### src/rtl/irpd_pkg.sv
package irpd_pkg;

    typedef enum logic [1:0] {
        ST_WAIT  = 2'd0,
        ST_HLOW  = 2'd1,
        ST_HHIGH = 2'd2,
        ST_BITS  = 2'd3
    } irpd_state_e;

    localparam logic [1:0] CAUSE_NONE   = 2'b00;
    localparam logic [1:0] CAUSE_MAXCYC = 2'b01;
    localparam logic [1:0] CAUSE_LOWLIM = 2'b10;

endpackage

### src/rtl/irpd_in_filter.sv
module irpd_in_filter (
    input  logic clk,
    input  logic rst_n,
    input  logic tick,
    input  logic line_raw,
    output logic lvl,
    output logic stb
);

    typedef struct packed {
        logic       s1;
        logic       s2;
        logic [1:0] hist;
        logic       lvl;
        logic       stb;
    } filt_regs_t;

    filt_regs_t q, d;

    always_comb begin
        d     = q;
        d.stb = tick;
        if (tick) begin
            d.s1   = line_raw;
            d.s2   = q.s1;
            d.hist = {q.hist[0], q.s2};
            d.lvl  = (q.s2 & q.hist[0]) | (q.s2 & q.hist[1]) | (q.hist[0] & q.hist[1]);
        end
    end

    always_ff @(posedge clk or negedge rst_n) begin
        if (!rst_n) begin
            q <= '{s1: 1'b1, s2: 1'b1, hist: 2'b11, lvl: 1'b1, stb: 1'b0};
        end else begin
            q <= d;
        end
    end

    assign lvl = q.lvl;
    assign stb = q.stb;

    // the filtered level may only move on a sampling tick
    p_level_on_tick_r1: assert property (@(posedge clk) disable iff (!rst_n)
        !tick |=> $stable(q.lvl));

endmodule

### src/rtl/irpd_frame_ctrl.sv
module irpd_frame_ctrl
    import irpd_pkg::*;
#(
    parameter int CNT_W    = 16,
    parameter int MAX_BITS = 72,
    localparam int NB_W    = $clog2(MAX_BITS + 1)
) (
    input  logic                clk,
    input  logic                rst_n,
    input  logic                en,
    input  logic                stb,
    input  logic                lvl,
    input  logic [CNT_W-1:0]    low_min,
    input  logic [CNT_W-1:0]    low_max,
    input  logic [CNT_W-1:0]    high_min,
    input  logic [CNT_W-1:0]    high_max,
    input  logic [CNT_W-1:0]    one_period,
    input  logic [CNT_W-1:0]    max_cycle,
    input  logic [CNT_W-1:0]    low_limit,
    output logic                ldr_pulse,
    output logic                done_pulse,
    output logic [MAX_BITS-1:0] out_data,
    output logic [NB_W-1:0]     out_count,
    output logic [1:0]          out_cause,
    output logic                out_ovf
);

    localparam logic [NB_W-1:0] NB_CAP = NB_W'(MAX_BITS);

    typedef struct packed {
        irpd_state_e         st;
        logic                prev;
        logic [CNT_W-1:0]    run;
        logic [CNT_W-1:0]    elap;
        logic [CNT_W-1:0]    lowrun;
        logic [NB_W-1:0]     nb;
        logic                ovf;
        logic [MAX_BITS-1:0] acc;
        logic [MAX_BITS-1:0] o_data;
        logic [NB_W-1:0]     o_cnt;
        logic [1:0]          o_cause;
        logic                o_ovf;
        logic                ldr;
        logic                done;
    } ctrl_regs_t;

    ctrl_regs_t q, d;

    function automatic logic [CNT_W-1:0] sat_inc(input logic [CNT_W-1:0] v);
        return (v == {CNT_W{1'b1}}) ? v : v + 1'b1;
    endfunction

    logic             fall_s, rise_s;
    logic [CNT_W-1:0] run_inc, elap_inc, low_inc;
    logic             bit_val, end_max, end_low;
    logic             low_ok, high_ok;

    always_comb begin
        fall_s   = q.prev & ~lvl;
        rise_s   = ~q.prev & lvl;
        run_inc  = sat_inc(q.run);
        elap_inc = sat_inc(q.elap);
        low_inc  = lvl ? '0 : sat_inc(q.lowrun);
        bit_val  = (elap_inc >= one_period);
        end_max  = (elap_inc >= max_cycle);
        end_low  = (low_inc > low_limit);
        low_ok   = (q.run >= low_min) && (q.run <= low_max);
        high_ok  = (q.run >= high_min) && (q.run <= high_max);
    end

    always_comb begin
        d      = q;
        d.ldr  = 1'b0;
        d.done = 1'b0;
        if (!en) begin
            d.st  = ST_WAIT;
            d.nb  = '0;
            d.acc = '0;
            d.ovf = 1'b0;
        end else if (stb) begin
            d.prev = lvl;
            unique case (q.st)
                ST_WAIT: begin
                    if (fall_s) begin
                        d.st  = ST_HLOW;
                        d.run = CNT_W'(1);
                    end
                end
                ST_HLOW: begin
                    if (rise_s) begin
                        d.st  = low_ok ? ST_HHIGH : ST_WAIT;
                        d.run = CNT_W'(1);
                    end else begin
                        d.run = run_inc;
                    end
                end
                ST_HHIGH: begin
                    if (fall_s) begin
                        if (high_ok) begin
                            d.st     = ST_BITS;
                            d.ldr    = 1'b1;
                            d.elap   = '0;
                            d.lowrun = CNT_W'(1);
                            d.nb     = '0;
                            d.acc    = '0;
                            d.ovf    = 1'b0;
                        end else begin
                            d.st  = ST_HLOW;
                            d.run = CNT_W'(1);
                        end
                    end else begin
                        d.run = run_inc;
                    end
                end
                ST_BITS: begin
                    d.elap   = elap_inc;
                    d.lowrun = low_inc;
                    if (end_max || end_low) begin
                        d.st      = ST_WAIT;
                        d.done    = 1'b1;
                        d.o_data  = q.acc;
                        d.o_cnt   = q.nb;
                        d.o_ovf   = q.ovf;
                        d.o_cause = end_max ? CAUSE_MAXCYC : CAUSE_LOWLIM;
                    end else if (fall_s) begin
                        d.elap = '0;
                        if (q.nb < NB_CAP) begin
                            d.acc[q.nb] = bit_val;
                            d.nb        = q.nb + 1'b1;
                        end else begin
                            d.ovf = 1'b1;
                        end
                    end
                end
                default: d.st = ST_WAIT;
            endcase
        end
    end

    always_ff @(posedge clk or negedge rst_n) begin
        if (!rst_n) begin
            q         <= '0;
            q.st      <= ST_WAIT;
            q.prev    <= 1'b1;
            q.o_cause <= CAUSE_NONE;
        end else begin
            q <= d;
        end
    end

    assign ldr_pulse  = q.ldr;
    assign done_pulse = q.done;
    assign out_data   = q.o_data;
    assign out_count  = q.o_cnt;
    assign out_cause  = q.o_cause;
    assign out_ovf    = q.o_ovf;

    // a header pulse lasts one clock and only follows the header-high phase
    p_leader_single_r3: assert property (@(posedge clk) disable iff (!rst_n)
        q.ldr |=> !q.ldr);
    p_leader_origin_r3: assert property (@(posedge clk) disable iff (!rst_n)
        q.ldr |-> ($past(q.st) == ST_HHIGH && q.st == ST_BITS));

    // stored count never above cap; overflow only with a full buffer
    p_count_cap_r6: assert property (@(posedge clk) disable iff (!rst_n)
        q.nb <= NB_CAP && q.o_cnt <= NB_CAP);
    p_ovf_full_r6: assert property (@(posedge clk) disable iff (!rst_n)
        q.o_ovf |-> (q.o_cnt == NB_CAP));

    // every completion carries one of the two legal causes
    p_cause_legal_r8: assert property (@(posedge clk) disable iff (!rst_n)
        q.done |-> (q.o_cause == CAUSE_MAXCYC || q.o_cause == CAUSE_LOWLIM));

    // published registers move only together with the completion pulse
    p_publish_with_done_r9: assert property (@(posedge clk) disable iff (!rst_n)
        (q.o_data != $past(q.o_data) || q.o_cnt != $past(q.o_cnt) ||
         q.o_cause != $past(q.o_cause) || q.o_ovf != $past(q.o_ovf)) |-> q.done);

    // a low enable leaves the receiver waiting for a header
    p_disable_waits_r11: assert property (@(posedge clk) disable iff (!rst_n)
        !en |=> (q.st == ST_WAIT && !q.done));

endmodule

### src/rtl/irpd_receiver.sv
module irpd_receiver #(
    parameter int CNT_W    = 16,
    parameter int MAX_BITS = 72,
    localparam int NB_W    = $clog2(MAX_BITS + 1)
) (
    input  logic                clk,
    input  logic                rst_n,
    input  logic                sample_tick,
    input  logic                ir_in,
    input  logic                rx_enable,
    input  logic [CNT_W-1:0]    cfg_ldr_low_min,
    input  logic [CNT_W-1:0]    cfg_ldr_low_max,
    input  logic [CNT_W-1:0]    cfg_ldr_high_min,
    input  logic [CNT_W-1:0]    cfg_ldr_high_max,
    input  logic [CNT_W-1:0]    cfg_one_period,
    input  logic [CNT_W-1:0]    cfg_max_cycle,
    input  logic [CNT_W-1:0]    cfg_low_limit,
    output logic                leader_irq,
    output logic                done_irq,
    output logic [MAX_BITS-1:0] rx_data,
    output logic [NB_W-1:0]     rx_count,
    output logic [1:0]          rx_cause,
    output logic                rx_overflow
);

    logic filt_lvl;
    logic filt_stb;

    irpd_in_filter u_filter (
        .clk      (clk),
        .rst_n    (rst_n),
        .tick     (sample_tick),
        .line_raw (ir_in),
        .lvl      (filt_lvl),
        .stb      (filt_stb)
    );

    irpd_frame_ctrl #(
        .CNT_W    (CNT_W),
        .MAX_BITS (MAX_BITS)
    ) u_ctrl (
        .clk        (clk),
        .rst_n      (rst_n),
        .en         (rx_enable),
        .stb        (filt_stb),
        .lvl        (filt_lvl),
        .low_min    (cfg_ldr_low_min),
        .low_max    (cfg_ldr_low_max),
        .high_min   (cfg_ldr_high_min),
        .high_max   (cfg_ldr_high_max),
        .one_period (cfg_one_period),
        .max_cycle  (cfg_max_cycle),
        .low_limit  (cfg_low_limit),
        .ldr_pulse  (leader_irq),
        .done_pulse (done_irq),
        .out_data   (rx_data),
        .out_count  (rx_count),
        .out_cause  (rx_cause),
        .out_ovf    (rx_overflow)
    );

endmodule

### config.mk
export PLATFORM = sky130hd
export DESIGN_NAME = irpd_receiver
export DESIGN_NICKNAME = d
export VERILOG_FILES = /design/src/rtl/irpd_pkg.sv /design/src/rtl/irpd_in_filter.sv /design/src/rtl/irpd_frame_ctrl.sv /design/src/rtl/irpd_receiver.sv
export SDC_FILE = /design/constraint.sdc
export NUM_CORES = 1
export LEC_CHECK = 0
export BUFFER_PORTS_ARGS = -buffer_cell sky130_fd_sc_hd__buf_4
export CORE_ASPECT_RATIO = 0.6
export CORE_UTILIZATION = 40
export CTS_BUF_LIST = sky130_fd_sc_hd__clkbuf_4 sky130_fd_sc_hd__clkbuf_8
export CTS_CLUSTER_SIZE = 40
export DETAILED_ROUTE_END_ITERATION = 12
export GPL_TIMING_DRIVEN = 0
export PLACE_DENSITY_LB_ADDON = 0.3
export RECOVER_POWER = 25
export SLEW_MARGIN = 20
export SYNTH_ARGS = -nofsm -noshare
export SYNTH_HDL_FRONTEND = slang
export SYNTH_SLANG_ARGS = --single-unit
### constraint.sdc
create_clock -name clk -period 8.9 [get_ports clk]
set_input_delay 0.89 -clock clk [delete_from_list [all_inputs] [get_ports clk]]
set_output_delay 0.89 -clock clk [all_outputs]
set_load 0.005 [all_outputs]
# Yosys cells after proc, flatten, opt, wreduce, memory -nomap -nowiden
# Cells that the tools add are included.
[totals]
ff_bits = 221
word_cells = 118
out_inout_bits = 84
[classes]
n_eq_ne = 21
bitwise_logic = 9
n_lt_le_gt_ge = 10
n_mux = 41
n_reduce_logical = 14
n_addsub = 4
[op_table]
columns = ["operator", "count"]
rows = [
  ["80-bit two-way mux", 3],
  ["112-bit two-way mux", 2],
  ["112-bit one-hot mux with 2 select lines", 1],
  ["215-bit two-way mux", 1],
  ["82-bit two-way mux", 2],
  ["16-bit two-way mux", 10],
  ["72-bit bitwise mux", 1],
  ["72-bit two-way mux", 1],
  ["16-bit >= comparator", 4],
  ["16-bit by 1-bit adder with 16-bit output (second input constant)", 3],
  ["16-bit == test (second input constant)", 3],
  ["16-bit one-hot mux with 3 select lines", 1],
  ["16-bit less-or-equal comparator", 2],
  ["3-bit by 2-bit != test with 1-bit output (second input constant)", 7],
  ["2-bit two-way mux", 9],
  ["16-bit greater-than comparator", 1],
  ["5-bit AND reduction", 3],
  ["7-bit AND reduction", 2],
  ["3-bit != test (second input constant)", 3],
  ["7-bit by 8-bit less-than comparator with 1-bit output (second input constant)", 1],
  ["2-bit by 1-bit != test with 1-bit output (second input constant)", 4],
  ["2-bit one-hot mux with 4 select lines", 1],
  ["7-bit by 1-bit adder with 7-bit output (second input constant)", 1],
  ["1-bit demux with 7-bit select", 1],
  ["17 further kinds", 32],
]

# Logic depth before layout (Yosys ltp)
[logic_depth]
word_depth = 11
mapped_depth = 19

# Modules after synthesis
# Synthesis repeated with hierarchy kept, for this count alone.
[hier_totals]
cells_unflattened = 1504
hier_area_um2 = 14136.1
[modules_own_cells]
columns = ["module", "area_per_inst_um2", "seq_area_each_um2", "instances", "cells_each"]
rows = [
  ["irpd_frame_ctrl", 13914.6, 5381.4, 1, 1490],
  ["irpd_in_filter", 221.5, 156.4, 1, 14],
]

# Worst setup path after synthesis
# Ideal clock, no wire load.
[synth_timing]
path_type = "flip-flop to flip-flop"
from = "register u_ctrl.q[184] (netlist bit)"
to = "register u_ctrl.q[184] (netlist bit)"
path_stages_with_launch = 20
required_ns = 8.769
setup_time_ns = 0.131
slack_ns = 4.917
arrival_ns = 3.852
path_cell_list = "dfrtp_1 > buf_2 > and4_1 > and3_1 > nand4_1 > nor3_2 > nor2_1 > and2_1 > xnor2_1 > inv_1 > ha_1 > nand2_1 > nor3_1 > a221oi_1 > o211ai_2 > o31ai_1 > buf_2 > nor2_1 > o21ai_1 > o41ai_2"
[synth_between]
elab_chain_len = 6
elab_cells_between_ends = 8
classes_between = "1 x add/sub; 1 x order compare; 1 x eq/ne; 4 x mux; 1 x reduce/logical"
[synth_rtl]
columns = ["item", "line", "rtl"]
rows = [
  ["from (decl)", "irpd_frame_ctrl.sv:47", "ctrl_regs_t q, d;"],
  ["16-bit by 1-bit adder with 16-bit output / 16-bit == test (equally long branches)", "irpd_frame_ctrl.sv:50", "return (v == {CNT_W{1'b1}}) ? v : v + 1'b1;"],
  ["16-bit two-way mux (*)", "irpd_frame_ctrl.sv:50", ""],
  ["16-bit >= comparator", "irpd_frame_ctrl.sv:65", "end_max = (elap_inc >= max_cycle);"],
  ["1-bit logical OR", "irpd_frame_ctrl.sv:118", "if (end_max || end_low) begin"],
  ["16-bit two-way mux (*)", "irpd_frame_ctrl.sv:118", ""],
  ["112-bit one-hot mux with 2 select lines (*)", "irpd_frame_ctrl.sv:82", "unique case (q.st)"],
]
# Every way passes the cells marked *; elsewhere a longest branch is shown, timed or not.
# A chain may end at the register's enable or synchronous reset.

==> flow_summary.json <==
{
  "dp.cells": 2154,
  "cts_tree": "done",
  "drtIter0Drc": 986,
  "crit_buf_inv": 2,
  "dpl_worst_slack_ns": 3.70,
  "period_minus_slack_ns": 6.00,
  "syn_area_sq_um": 13800,
  "drive_above_1_share_pct": 26.7,
  "end_kind": "async pin",
  "drt-total-wl_mm": 40.9,
  "cts.sinks": 221,
  "power_density_nw_per_um2": 128,
  "port_buffers": 200,
  "status": "complete, but fails checks",
  "h-tree-depth": 2,
  "worstPathMaxFanout": 66,
  "timing.max_cap.violations": 2,
  "via_count": 12026,
  "antenna_cells": 0,
  "cp_top_family": "buffers and inverters",
  "worst_ep_arrival_time_ns": 5.93,
  "fin_worst_skew_ns": 0.0168,
  "synth_edf_count": 0,
  "initial_core_util_pct": 40.8,
  "top_level_ports": 201,
  "first_pass_iters": 7,
  "setup_viol_count_final": 0,
  "syn_nets": 1730,
  "drc": 0,
  "drv_slew": 126,
  "dieArea_sq_um": 35300,
  "hpwlAfterDp_mm": 30.9,
  "ys.flop_type": "dfrtp_1",
  "cts_root_buffer": "clkbuf_8",
  "timing.final.ws_setup_ns": 2.90,
  "rows": 52,
  "ctsLongestPathBuffers": 3,
  "grt_pass1_wl_mm": 64.5,
  "violations": "capacitance limit, slew limit",
  "fmax_mhz": 167,
  "path_clk_slew_ns": 0.06,
  "nets": 1972,
  "synthCells": 1492,
  "worst_pin_slew_ns": 3.66,
  "power_leakage_nw": 8.70,
  "areaGrowthSynthToFinish_pct": 20.9,
  "fin_cells": 2216,
  "start_kind": "primary input",
  "ctsHoldBuffers": 0,
  "maxSlewHeadroom_pct": -144,
  "yosysTopAreaCellShare_pct": 39.0,
  "required_ns": 8.83,
  "track_usage_pct": 23.1,
  "ys_seq_elements": 221,
  "critPathMostFrequentCell": "clkbuf_1",
  "yosysSeqAreaShare_pct": 40.1,
  "async_flop_share_pct": 100,
  "ir_worst_vdd_v": 0.0000773,
  "syn_avg_cell_area_sq_um": 9.25,
  "grt_max_degree": 99,
  "hold_class": "flip-flop to flip-flop",
  "cpMaxStageDelayCell": "clkbuf_1",
  "die_w_um": 242,
  "cts_made_buffers": 37,
  "synth_cell_types": 68,
  "gr-total-overflow": 0,
  "slowest_delay_ns": 2.53,
  "rsz0062_at_grt": "no",
  "viasPerCell": 5.43,
  "core_area_sq_um": 33800,
  "clk_latency_ns": 0.56,
  "yosys_warnings": 0,
  "ys_top_cells_by_area": "dfrtp_1 39%, ha_1 11%, mux2_2 6.9%",
  "regToRegSetupSlack_ns": 3.69,
  "drtAntennaViolNets": 0,
  "gp_congestion": 0.941,
  "cp_cell_sequence": "clkbuf_1 -> clkbuf_1",
  "setup_tns_ns": 0,
  "wl_per_cell_um": 18.4,
  "timing.final.crit_share_pct": 67.4,
  "critPathKind": "primary input to async pin",
  "post_cts_buffers": 0,
  "die_h_um": 146,
  "grt_pass1_vias": 11568,
  "hold_violations": 0,
  "cts_resized": 0,
  "yosysTopAreaCell": "dfrtp_1",
  "antenna_found_initial": 2
}
[area by class of cell]
type | instances | area [sq um]
plain buffers | 148 | 878
clock inverters | 7 | 42.5
fillers | 3225 | 17100
clock buffers | 55 | 701
multi-input cells | 998 | 6960
repair buffers | 203 | 1530
inverters | 125 | 469
flip-flops and latches | 221 | 5540
well taps | 459 | 574
[power by group]
group          leakage (nW)  internal (mW)  switching, mW
combinational          5.25         0.0780          0.107
clock                 0.388          0.503          0.428
sequential             3.06           1.02        0.00987
[cells in the final DEF (no fill, tap or decap), types with 8 or more instances in the layout]
| cell | Yosys | layout |
|---|---|---|
| a21oi_1 | 122 | 122 |
| nor3_1 | 14 | 9 |
| buf_2 | 15 | 16 |
| ha_1 | 121 | 121 |
| nand3_1 | 36 | 36 |
| nand2b_1 | 12 | 12 |
| o31ai_1 | 77 | 77 |
| and2_1 | 10 | 10 |
| o21a_1 | 8 | 8 |
| clkbuf_4 | 0 | 9 |
| a31oi_1 | 9 | 9 |
| a21o_1 | 18 | 18 |
| nor2_1 | 62 | 62 |
| clkbuf_8 | 0 | 46 |
| mux2_2 | 85 | 85 |
| o21ai_0 | 153 | 153 |
| nand2_1 | 129 | 129 |
| buf_4 | 81 | 279 |
| nor2b_1 | 11 | 11 |
| clkbuf_1 | 45 | 48 |
| nand4_1 | 23 | 23 |
| inv_1 | 125 | 125 |
| dfrtp_1 | 215 | 215 |
| xnor2_1 | 15 | 15 |
[state kept, by name (all words and copies together) (netlist names), 2 cells and up]
signal and cells:
u_filter.q 4, u_ctrl.out_data 72, u_ctrl.out_cause 2, u_ctrl.q 131, u_ctrl.out_count 7
[synthesized netlist by cell type, drive strengths merged, types with 2 or more instances]
cell	count
a41oi	2
nor2b	11
or2	4
a211oi	2
nand4	23
o21a	8
clkbuf	45
a21o	18
dfstp	6
o2111ai	2
nor2	62
xnor2	15
o31a	2
nor4	3
o41ai	7
a221oi	3
o31ai	77
or3	4
xor2	7
and3b	2
and3	5
o21ai	159
mux2i	4
a21oi	123
a21boi	2
inv	125
nand2b	12
a31oi	9
o22ai	2
o211ai	4
mux2	85
a2111oi	4
ha	121
nand3	36
nor3	16
a221o	2
and2	11
nand2	129
dfrtp	215
buf	103
and4	4
nor3b	2
[per-layer routing]
metal	GRT usage [%]	part of all wire (%)	wire length, um	up-vias
met1	36.3	51	20700	5792
met2	30.9	39	15900	451
li1	-	-	-	5718
met4	4.56	1.3	519	4
met5	0	0.056	23	-
met3	6.44	9.1	3710	61
[through the flow]
stage / instance area, sq um / hold WS [ns] / total power, mW / util, %
floorplan: 13800 / 0.433 / 1.13 / -
global placement: 15900 / 0.465 / 1.22 / 46.9
detailed placement: 16000 / 0.472 / 1.23 / 47.2
CTS: 16700 / 0.288 / 2.17 / 49.4
global route: 16700 / 0.506 / 2.24 / 49.3
finish: 16700 / 0.480 / 2.14 / 49.3
[worst min-delay path: cells and delay by family (launching register included)]
kind / cells / cell delay (ns)
DFF: 1 / 0.34
and+or+nand+nor: 2 / 0.11
[final timing paths]
kind / cells after the start / end / startpoint
max in group clk: 19 / u_ctrl.q[184]$_DFFE_PN0P_ / u_ctrl.q[184]$_DFFE_PN0P_
setup / recovery: 2 / u_ctrl.q[169]$_DFFE_PN0P_ / rst_n
min in group asynchronous: 1 / u_ctrl.out_data[26]$_DFFE_PN0P_ / rst_n
setup reg to reg: 19 / u_ctrl.q[184]$_DFFE_PN0P_ / u_ctrl.q[184]$_DFFE_PN0P_
hold / removal: 2 / u_ctrl.out_ovf$_DFFE_PN0P_ / u_ctrl.out_ovf$_DFFE_PN0P_
hold reg to reg: 2 / u_ctrl.out_ovf$_DFFE_PN0P_ / u_ctrl.out_ovf$_DFFE_PN0P_
[kinds of logic after synthesis]
logic type / synth area share [%]
AOI/OAI and AO/OA: 19.2
DFF: 40.1
and+or+nand+nor: 11.2
buffers and inverters: 9.77
xor gates and xnor gates: 1.40
adders and majority gates: 11.0
muxes: 7.23
No activity file was read; power rests on OpenSTA's default activity.
